[config.mk]
export PLATFORM = sky130hd
export DESIGN_NAME = pwr_mode_ctrl
export DESIGN_NICKNAME = d
export VERILOG_FILES = /design/src/rtl/pwr_mode_pkg.sv /design/src/rtl/pwr_rst_merge.sv /design/src/rtl/pwr_clk_loss_timer.sv /design/src/rtl/pwr_mode_fsm.sv /design/src/rtl/pwr_mode_ctrl.sv
export SDC_FILE = /design/constraint.sdc
export NUM_CORES = 1
export LEC_CHECK = 0
export CAP_MARGIN = 0
export CORE_ASPECT_RATIO = 1.2
export CORE_UTILIZATION = 50
export DETAILED_ROUTE_END_ITERATION = 7
export DONT_BUFFER_PORTS = 1
export GPL_TIMING_DRIVEN = 0
export PLACE_DENSITY = 0.68
export SETUP_SLACK_MARGIN = 0.1
export SYNTH_ARGS = -nofsm -noshare
export SYNTH_HDL_FRONTEND = slang
export SYNTH_SLANG_ARGS = --single-unit
[constraint.sdc]
create_clock -name clk -period 1.6 [get_ports clk]
set_input_delay 0.32 -clock clk [delete_from_list [all_inputs] [get_ports clk]]
set_output_delay 0.32 -clock clk [all_outputs]
set_load 0.1 [all_outputs]
[src/rtl/pwr_mode_pkg.sv]
package pwr_mode_pkg;
  typedef enum logic [1:0] {
    PM_RUN  = 2'd0,
    PM_IDLE = 2'd1,
    PM_STOP = 2'd2
  } pm_state_e;

  localparam int IDLE_BIT = 0;
  localparam int STOP_BIT = 1;
endpackage

[src/rtl/pwr_rst_merge.sv]
// Combines reset sources, each qualified by its own enable.
module pwr_rst_merge #(
  parameter int N_SRC = 3
) (
  input  logic [N_SRC-1:0] src,
  input  logic [N_SRC-1:0] src_en,
  output logic             any_rst
);
  logic [N_SRC-1:0] qual;

  for (genvar i = 0; i < N_SRC; i++) begin : g_qual
    assign qual[i] = src[i] & src_en[i];
  end

  assign any_rst = |qual;
endmodule

[src/rtl/pwr_clk_loss_timer.sv]
// Counts reference ticks while the main oscillator is silent.
module pwr_clk_loss_timer #(
  parameter int TIMEOUT_TICKS = 3200
) (
  input  logic clk,
  input  logic rst,
  input  logic mcd_en,
  input  logic ref_tick,
  input  logic osc_active,
  output logic fire
);
  localparam int CNT_W = $clog2(TIMEOUT_TICKS + 1);
  localparam logic [CNT_W-1:0] LIMIT = CNT_W'(TIMEOUT_TICKS);

  logic [CNT_W-1:0] cnt;

  always_ff @(posedge clk) begin
    if (rst || !mcd_en || osc_active) begin
      cnt <= '0;
    end else if (ref_tick && cnt != LIMIT) begin
      cnt <= cnt + 1'b1;
    end
  end

  assign fire = mcd_en && (cnt == LIMIT);

  AST_MCD_BOUND: assert property (@(posedge clk) disable iff (rst)
    cnt <= LIMIT);
  AST_MCD_QUIET: assert property (@(posedge clk) disable iff (rst)
    !mcd_en |=> (cnt == '0));
endmodule

[src/rtl/pwr_mode_fsm.sv]
// Mode register and run/idle/stop sequencing with registered enables.
module pwr_mode_fsm
  import pwr_mode_pkg::*;
(
  input  logic       clk,
  input  logic       rst,
  input  logic       rst_src,
  input  logic       reg_wr,
  input  logic [1:0] wr_mode,
  input  logic       instr_done,
  input  logic       irq_pending,
  output logic [1:0] mode_bits,
  output logic       cpu_clk_en,
  output logic       per_clk_en,
  output logic       osc_en,
  output logic       rst_req
);
  pm_state_e state;

  always_ff @(posedge clk) begin
    if (rst || rst_src) begin
      state      <= PM_RUN;
      mode_bits  <= 2'b00;
      cpu_clk_en <= 1'b1;
      per_clk_en <= 1'b1;
      osc_en     <= 1'b1;
      rst_req    <= 1'b1;
    end else begin
      rst_req <= 1'b0;
      unique case (state)
        PM_RUN: begin
          if (reg_wr) mode_bits <= wr_mode;
          if (instr_done && mode_bits[STOP_BIT]) begin
            state      <= PM_STOP;
            cpu_clk_en <= 1'b0;
            per_clk_en <= 1'b0;
            osc_en     <= 1'b0;
          end else if (instr_done && mode_bits[IDLE_BIT]) begin
            state      <= PM_IDLE;
            cpu_clk_en <= 1'b0;
          end
        end
        PM_IDLE: begin
          if (irq_pending) begin
            state               <= PM_RUN;
            cpu_clk_en          <= 1'b1;
            mode_bits[IDLE_BIT] <= 1'b0;
          end
        end
        PM_STOP: begin
          state <= PM_STOP;
        end
        default: state <= PM_RUN;
      endcase
    end
  end

  AST_ENABLE_ORDER: assert property (@(posedge clk) disable iff (rst)
    (!osc_en |-> !per_clk_en) and (!per_clk_en |-> !cpu_clk_en));
  AST_RESET_WAKES: assert property (@(posedge clk) disable iff (rst)
    rst_src |=> (rst_req && cpu_clk_en && osc_en && mode_bits == 2'b00));
  AST_IDLE_IRQ_EXIT: assert property (@(posedge clk) disable iff (rst)
    (state == PM_IDLE && irq_pending && !rst_src) |=> cpu_clk_en);
  AST_STOP_HOLD: assert property (@(posedge clk) disable iff (rst)
    (state == PM_STOP && !rst_src) |=> (!osc_en && !cpu_clk_en));
  AST_IDLE_PERIPH_ON: assert property (@(posedge clk) disable iff (rst)
    (state == PM_IDLE) |-> (per_clk_en && osc_en && !cpu_clk_en));
endmodule

[src/rtl/pwr_mode_ctrl.sv]
// Top level: low-power mode sequencing controller.
module pwr_mode_ctrl #(
  parameter int REG_W             = 8,
  parameter int MCD_TIMEOUT_TICKS = 3200
) (
  input  logic             clk,
  input  logic             rst,
  input  logic             reg_wr,
  input  logic [REG_W-1:0] reg_wdata,
  input  logic             instr_done,
  input  logic             irq_pending,
  input  logic             ext_rst_in,
  input  logic             wdt_rst_in,
  input  logic             wdt_en,
  input  logic             mcd_en,
  input  logic             ref_tick,
  input  logic             osc_active,
  output logic [1:0]       mode_bits,
  output logic             cpu_clk_en,
  output logic             per_clk_en,
  output logic             osc_en,
  output logic             rst_req
);
  localparam int N_SRC = 3;

  logic             mcd_fire;
  logic             rst_src;
  logic [REG_W-1:0] unused_wdata;

  assign unused_wdata = reg_wdata;

  pwr_clk_loss_timer #(
    .TIMEOUT_TICKS(MCD_TIMEOUT_TICKS)
  ) u_timer (
    .clk       (clk),
    .rst       (rst),
    .mcd_en    (mcd_en),
    .ref_tick  (ref_tick),
    .osc_active(osc_active),
    .fire      (mcd_fire)
  );

  pwr_rst_merge #(
    .N_SRC(N_SRC)
  ) u_merge (
    .src    ({mcd_fire, wdt_rst_in, ext_rst_in}),
    .src_en ({1'b1, wdt_en, 1'b1}),
    .any_rst(rst_src)
  );

  pwr_mode_fsm u_fsm (
    .clk        (clk),
    .rst        (rst),
    .rst_src    (rst_src),
    .reg_wr     (reg_wr),
    .wr_mode    (reg_wdata[1:0]),
    .instr_done (instr_done),
    .irq_pending(irq_pending),
    .mode_bits  (mode_bits),
    .cpu_clk_en (cpu_clk_en),
    .per_clk_en (per_clk_en),
    .osc_en     (osc_en),
    .rst_req    (rst_req)
  );

  AST_WDT_MASKED: assert property (@(posedge clk) disable iff (rst)
    (!wdt_en && wdt_rst_in && !ext_rst_in && !mcd_fire) |-> !rst_src);
endmodule

==> summary by stage <==
CTS
The maximum count of clock buffers along a single path is 2. The cell sitting at the root of the clock tree is a sky130_fd_sc_hd__clkbuf_4. The clock transition at the registers of the reported paths is 0.11 ns. For this design, the sink count on the clock tree is 19. The clock buffer count from CTS is 3. The worst-skew pair later-pin latency is 0.30 ns. The CTS tree is done.

The total number of H-tree levels is 1. The number of buffers inserted for hold repair after clock tree synthesis is 0.

Critical path
The category of the most critical setup path is reg -> reg. The delay contributed by the slowest stage of the critical path is 0.37 ns. The kind of cell adding the most delay to the critical path is simple AND/OR/NAND/NOR gates. For the worst setup path, the data arrival time is 1.66 ns.

Traced cell by cell, the critical path runs through inv_4 > ha_4 > and4b_1 > and4_1 > buf_6 > or3_1. STA puts the critical path data required time at 1.80 ns. The element type at the critical path start is a register.

The count of buffer and inverter cells on the critical path is 2. For this design, the slowest cell found on the critical path is sky130_fd_sc_hd__dfxtp_4. The endpoint type of the worst setup path is a register. The top fanout value on the critical path is 7.

Finish
The final cell count without fillers is 133. In the layout the commonest cells are sky130_fd_sc_hd__nand2_1, sky130_fd_sc_hd__dfxtp_1, sky130_fd_sc_hd__a21oi_1, sky130_fd_sc_hd__o21ai_0, sky130_fd_sc_hd__mux2i_1. Compared with the post-synthesis result, the final layout area differs by 15.8%.

Once layout is complete, the utilization of the core stands at 61.5%. 0 antenna diodes ended up in the layout. At the end of the flow, the number of nets in the layout was 136.

The fraction of layout cells with a size suffix above 1 is 28.1%. Summing all non-filler instances in the final layout gives an area of 0.00114 sq mm.

STA
The setup total negative slack is 0 ns. On the final layout, the worst clock skew is 0.00129 ns. The relative max-transition margin is 62.7%. Setup repair after global routing could not meet its margin everywhere. The total count of hold-check failures in the final report was 0. The slew at the pin closest to its max-slew limit is 0.560 ns. The setup violation total in the final timing report is 0. The share of the clock period used by the worst path is 91.6%.

Hold is met by 0.222 ns. Based on the critical path, the design can be clocked at up to 0.683 GHz. The number of pins exceeding their max-slew limit in the final report is 0. The worst path in the final design needs a cycle of 1.47 ns, including I/O delays and setup.

Placed design
After legalization and detailed placement, the total HPWL measured 1.37 mm. In this run, placement finished with an instance count of 126. In this run the cell area measured after placement is 0.00101 sq mm. The routability-driven placement congestion ratio is 0.748. The count of input and output buffers is 0.

Synthesis
For this run, asynchronously set or reset flops after synthesis account for 0%. In this run the cell area of the synthesized design comes to 983 sq um. The number of distinct library cells after synthesis is 41. Dividing the synthesized area by the synthesized cell count gives 9.19 sq um. The sequential fraction of the synthesis area is 38.7%. For this run, the leading register cell type out of synthesis is sky130_fd_sc_hd__dfxtp_1. The share of synthesized area in the top cell type comes to 38.7%. The flip-flop and latch count after synthesis is 19. The biggest area consumer among synthesized cells is sky130_fd_sc_hd__dfxtp_1.

The cell count after synthesis came out at 107. The number of nets in the synthesized netlist is 128. The number of enable-type register cells in the synthesized netlist is 0. The warning count from the yosys run is 0.

After synthesis, the cell types taking the most area are sky130_fd_sc_hd__dfxtp_1, sky130_fd_sc_hd__mux2i_1, sky130_fd_sc_hd__nand2_1.

Global routing
For met3 alone, demand over resource in global routing was 4.68%. The residual overflow from global routing is 0. The via count of the first global-routing pass is 817. The initial antenna violation count is 0. met2 is the most crowded layer. The wire length of the first global-routing pass is 3.41 mm. Entering global routing, the biggest net connects 11 pins.

The met1 capacity usage during global routing is 27.5%. The routing usage on met2 is 31.8%. The total routing usage reported by global routing is 20.8%.

Die
In this run the horizontal extent of the chip is 42.5 um. The cell row count is 17. During I/O placement, the number of pins put on the boundary was 25. The area of the core region is 0.00185 sq mm. The initial core utilization is 53.1%. The die covers 0.00215 sq mm.

From bottom edge to top edge, the die measures 50.6 um.

Outcome
The run finished with clean final reports.

Pwr
The total power per unit cell area is 691 mW/mm^2. The highest ir drop seen on vdd is 0.000458 V. For this design the static power due to leakage is 0.367 nW.

Drt
The pre-antenna-repair detailed-routing pass consisted of 4 iterations. The count of vias placed by the detailed router is 852. Using the TritonRoute via totals, the vias-per-cell ratio works out to 6.41. In the routed design, unresolved DRC markers number 0. After detailed routing, the average wire length per cell comes to 15.2 um. The number of nets still failing antenna checks after routing is 0.

Wires add up to 2.02 mm. In this run, the number of DRC markers left after iteration 0 of detailed routing was 33.

Worst hold path
In this run the worst hold path is classified as in -> reg.

Flow run
Across the run, the number of max-cap violations was 0.
cells by family after synthesis:
group / synth area share (%)
AOI/OAI and AO/OA: 15.9
adders and majority gates: 2.54
buffers and inverters: 5.98
muxes: 5.09
DFF: 38.7
xor gates and xnor gates: 1.78
and+or+nand+nor: 30.0
per-layer routing:
metal  routed length [um]  part of all wire (%)  up-vias
met5                    0                     0        -
met4                   53                   2.6        0
met3                  100                   4.9        9
met2                  957                    47       27
met1                  912                    45      407
li1                     -                     -      409
timing repair:
action	4_1_cts	5_1_grt
resized for setup	11	10
setup endpoints to repair	10	6
pin swaps	1	3
setup buffers	3	0
stage by stage:
stage / setup WS (ns) / total power, mW
floorplan: 0.0532 / 0.544
global placement: -0.0356 / 0.549
detailed placement: -0.0502 / 0.550
CTS: 0.0653 / 0.789
global route: 0.0750 / 0.820
finish: 0.135 / 0.787
path summary, 6_finish.rpt:
path,from,to,cells after the start,slack [ns]
setup / recovery,u_timer.cnt[0],u_fsm.per_clk_en,6,0.13
hold / removal,reg_wdata[1],u_fsm.mode_bits[1],2,0.22
setup reg to reg,u_timer.cnt[0],u_fsm.per_clk_en,6,0.13
hold reg to reg,u_timer.cnt[11],u_timer.cnt[11],2,0.49
Yosys cell counts, types with 2 or more instances:
cell	instances
sky130_fd_sc_hd__nor3b_1	2
sky130_fd_sc_hd__dfxtp_1	19
sky130_fd_sc_hd__nor2_1	4
sky130_fd_sc_hd__or3_2	2
sky130_fd_sc_hd__ha_1	2
sky130_fd_sc_hd__nand2_1	12
sky130_fd_sc_hd__nand3_1	5
sky130_fd_sc_hd__o21ai_0	6
sky130_fd_sc_hd__nand4_1	2
sky130_fd_sc_hd__a21oi_1	6
sky130_fd_sc_hd__a211o_1	2
sky130_fd_sc_hd__mux2i_1	5
sky130_fd_sc_hd__xor2_1	2
sky130_fd_sc_hd__nand2b_1	3
sky130_fd_sc_hd__nor3_1	3
sky130_fd_sc_hd__nor4_1	2
sky130_fd_sc_hd__inv_1	4
sky130_fd_sc_hd__or3_1	3
power breakdown:
group / internal (mW) / total (mW) / switching (mW)
Combinational: 0.0184 / 0.0395 / 0.0211
Sequential: 0.472 / 0.499 / 0.0267
Clock: 0.0974 / 0.249 / 0.152
worst reg2reg max path: stages, from the launching register on:
cell                      delay, ns
sky130_fd_sc_hd__dfxtp_4       0.37
sky130_fd_sc_hd__inv_4         0.04
sky130_fd_sc_hd__ha_4          0.14
sky130_fd_sc_hd__and4b_1       0.19
sky130_fd_sc_hd__and4_1        0.20
sky130_fd_sc_hd__buf_6         0.13
sky130_fd_sc_hd__or3_1         0.29
sequential cells by signal (all words and copies together), names as in the netlist:
register,count
u_fsm.cpu_clk_en,1
u_fsm.rst_req,1
u_fsm.mode_bits,2
u_fsm.per_clk_en,1
u_fsm.state,2
u_timer.cnt,12
layout make-up:
type                       count  area [sq um]
tap                           19          23.8
inverter                       4          17.5
timing repair buffer           3          22.5
sequential                    19           399
fill                         167           712
clock buffer                   4          26.3
multi-input combinational     80           596
buffer                         4          53.8
Note: power is estimated with default switching activity, not from simulation.
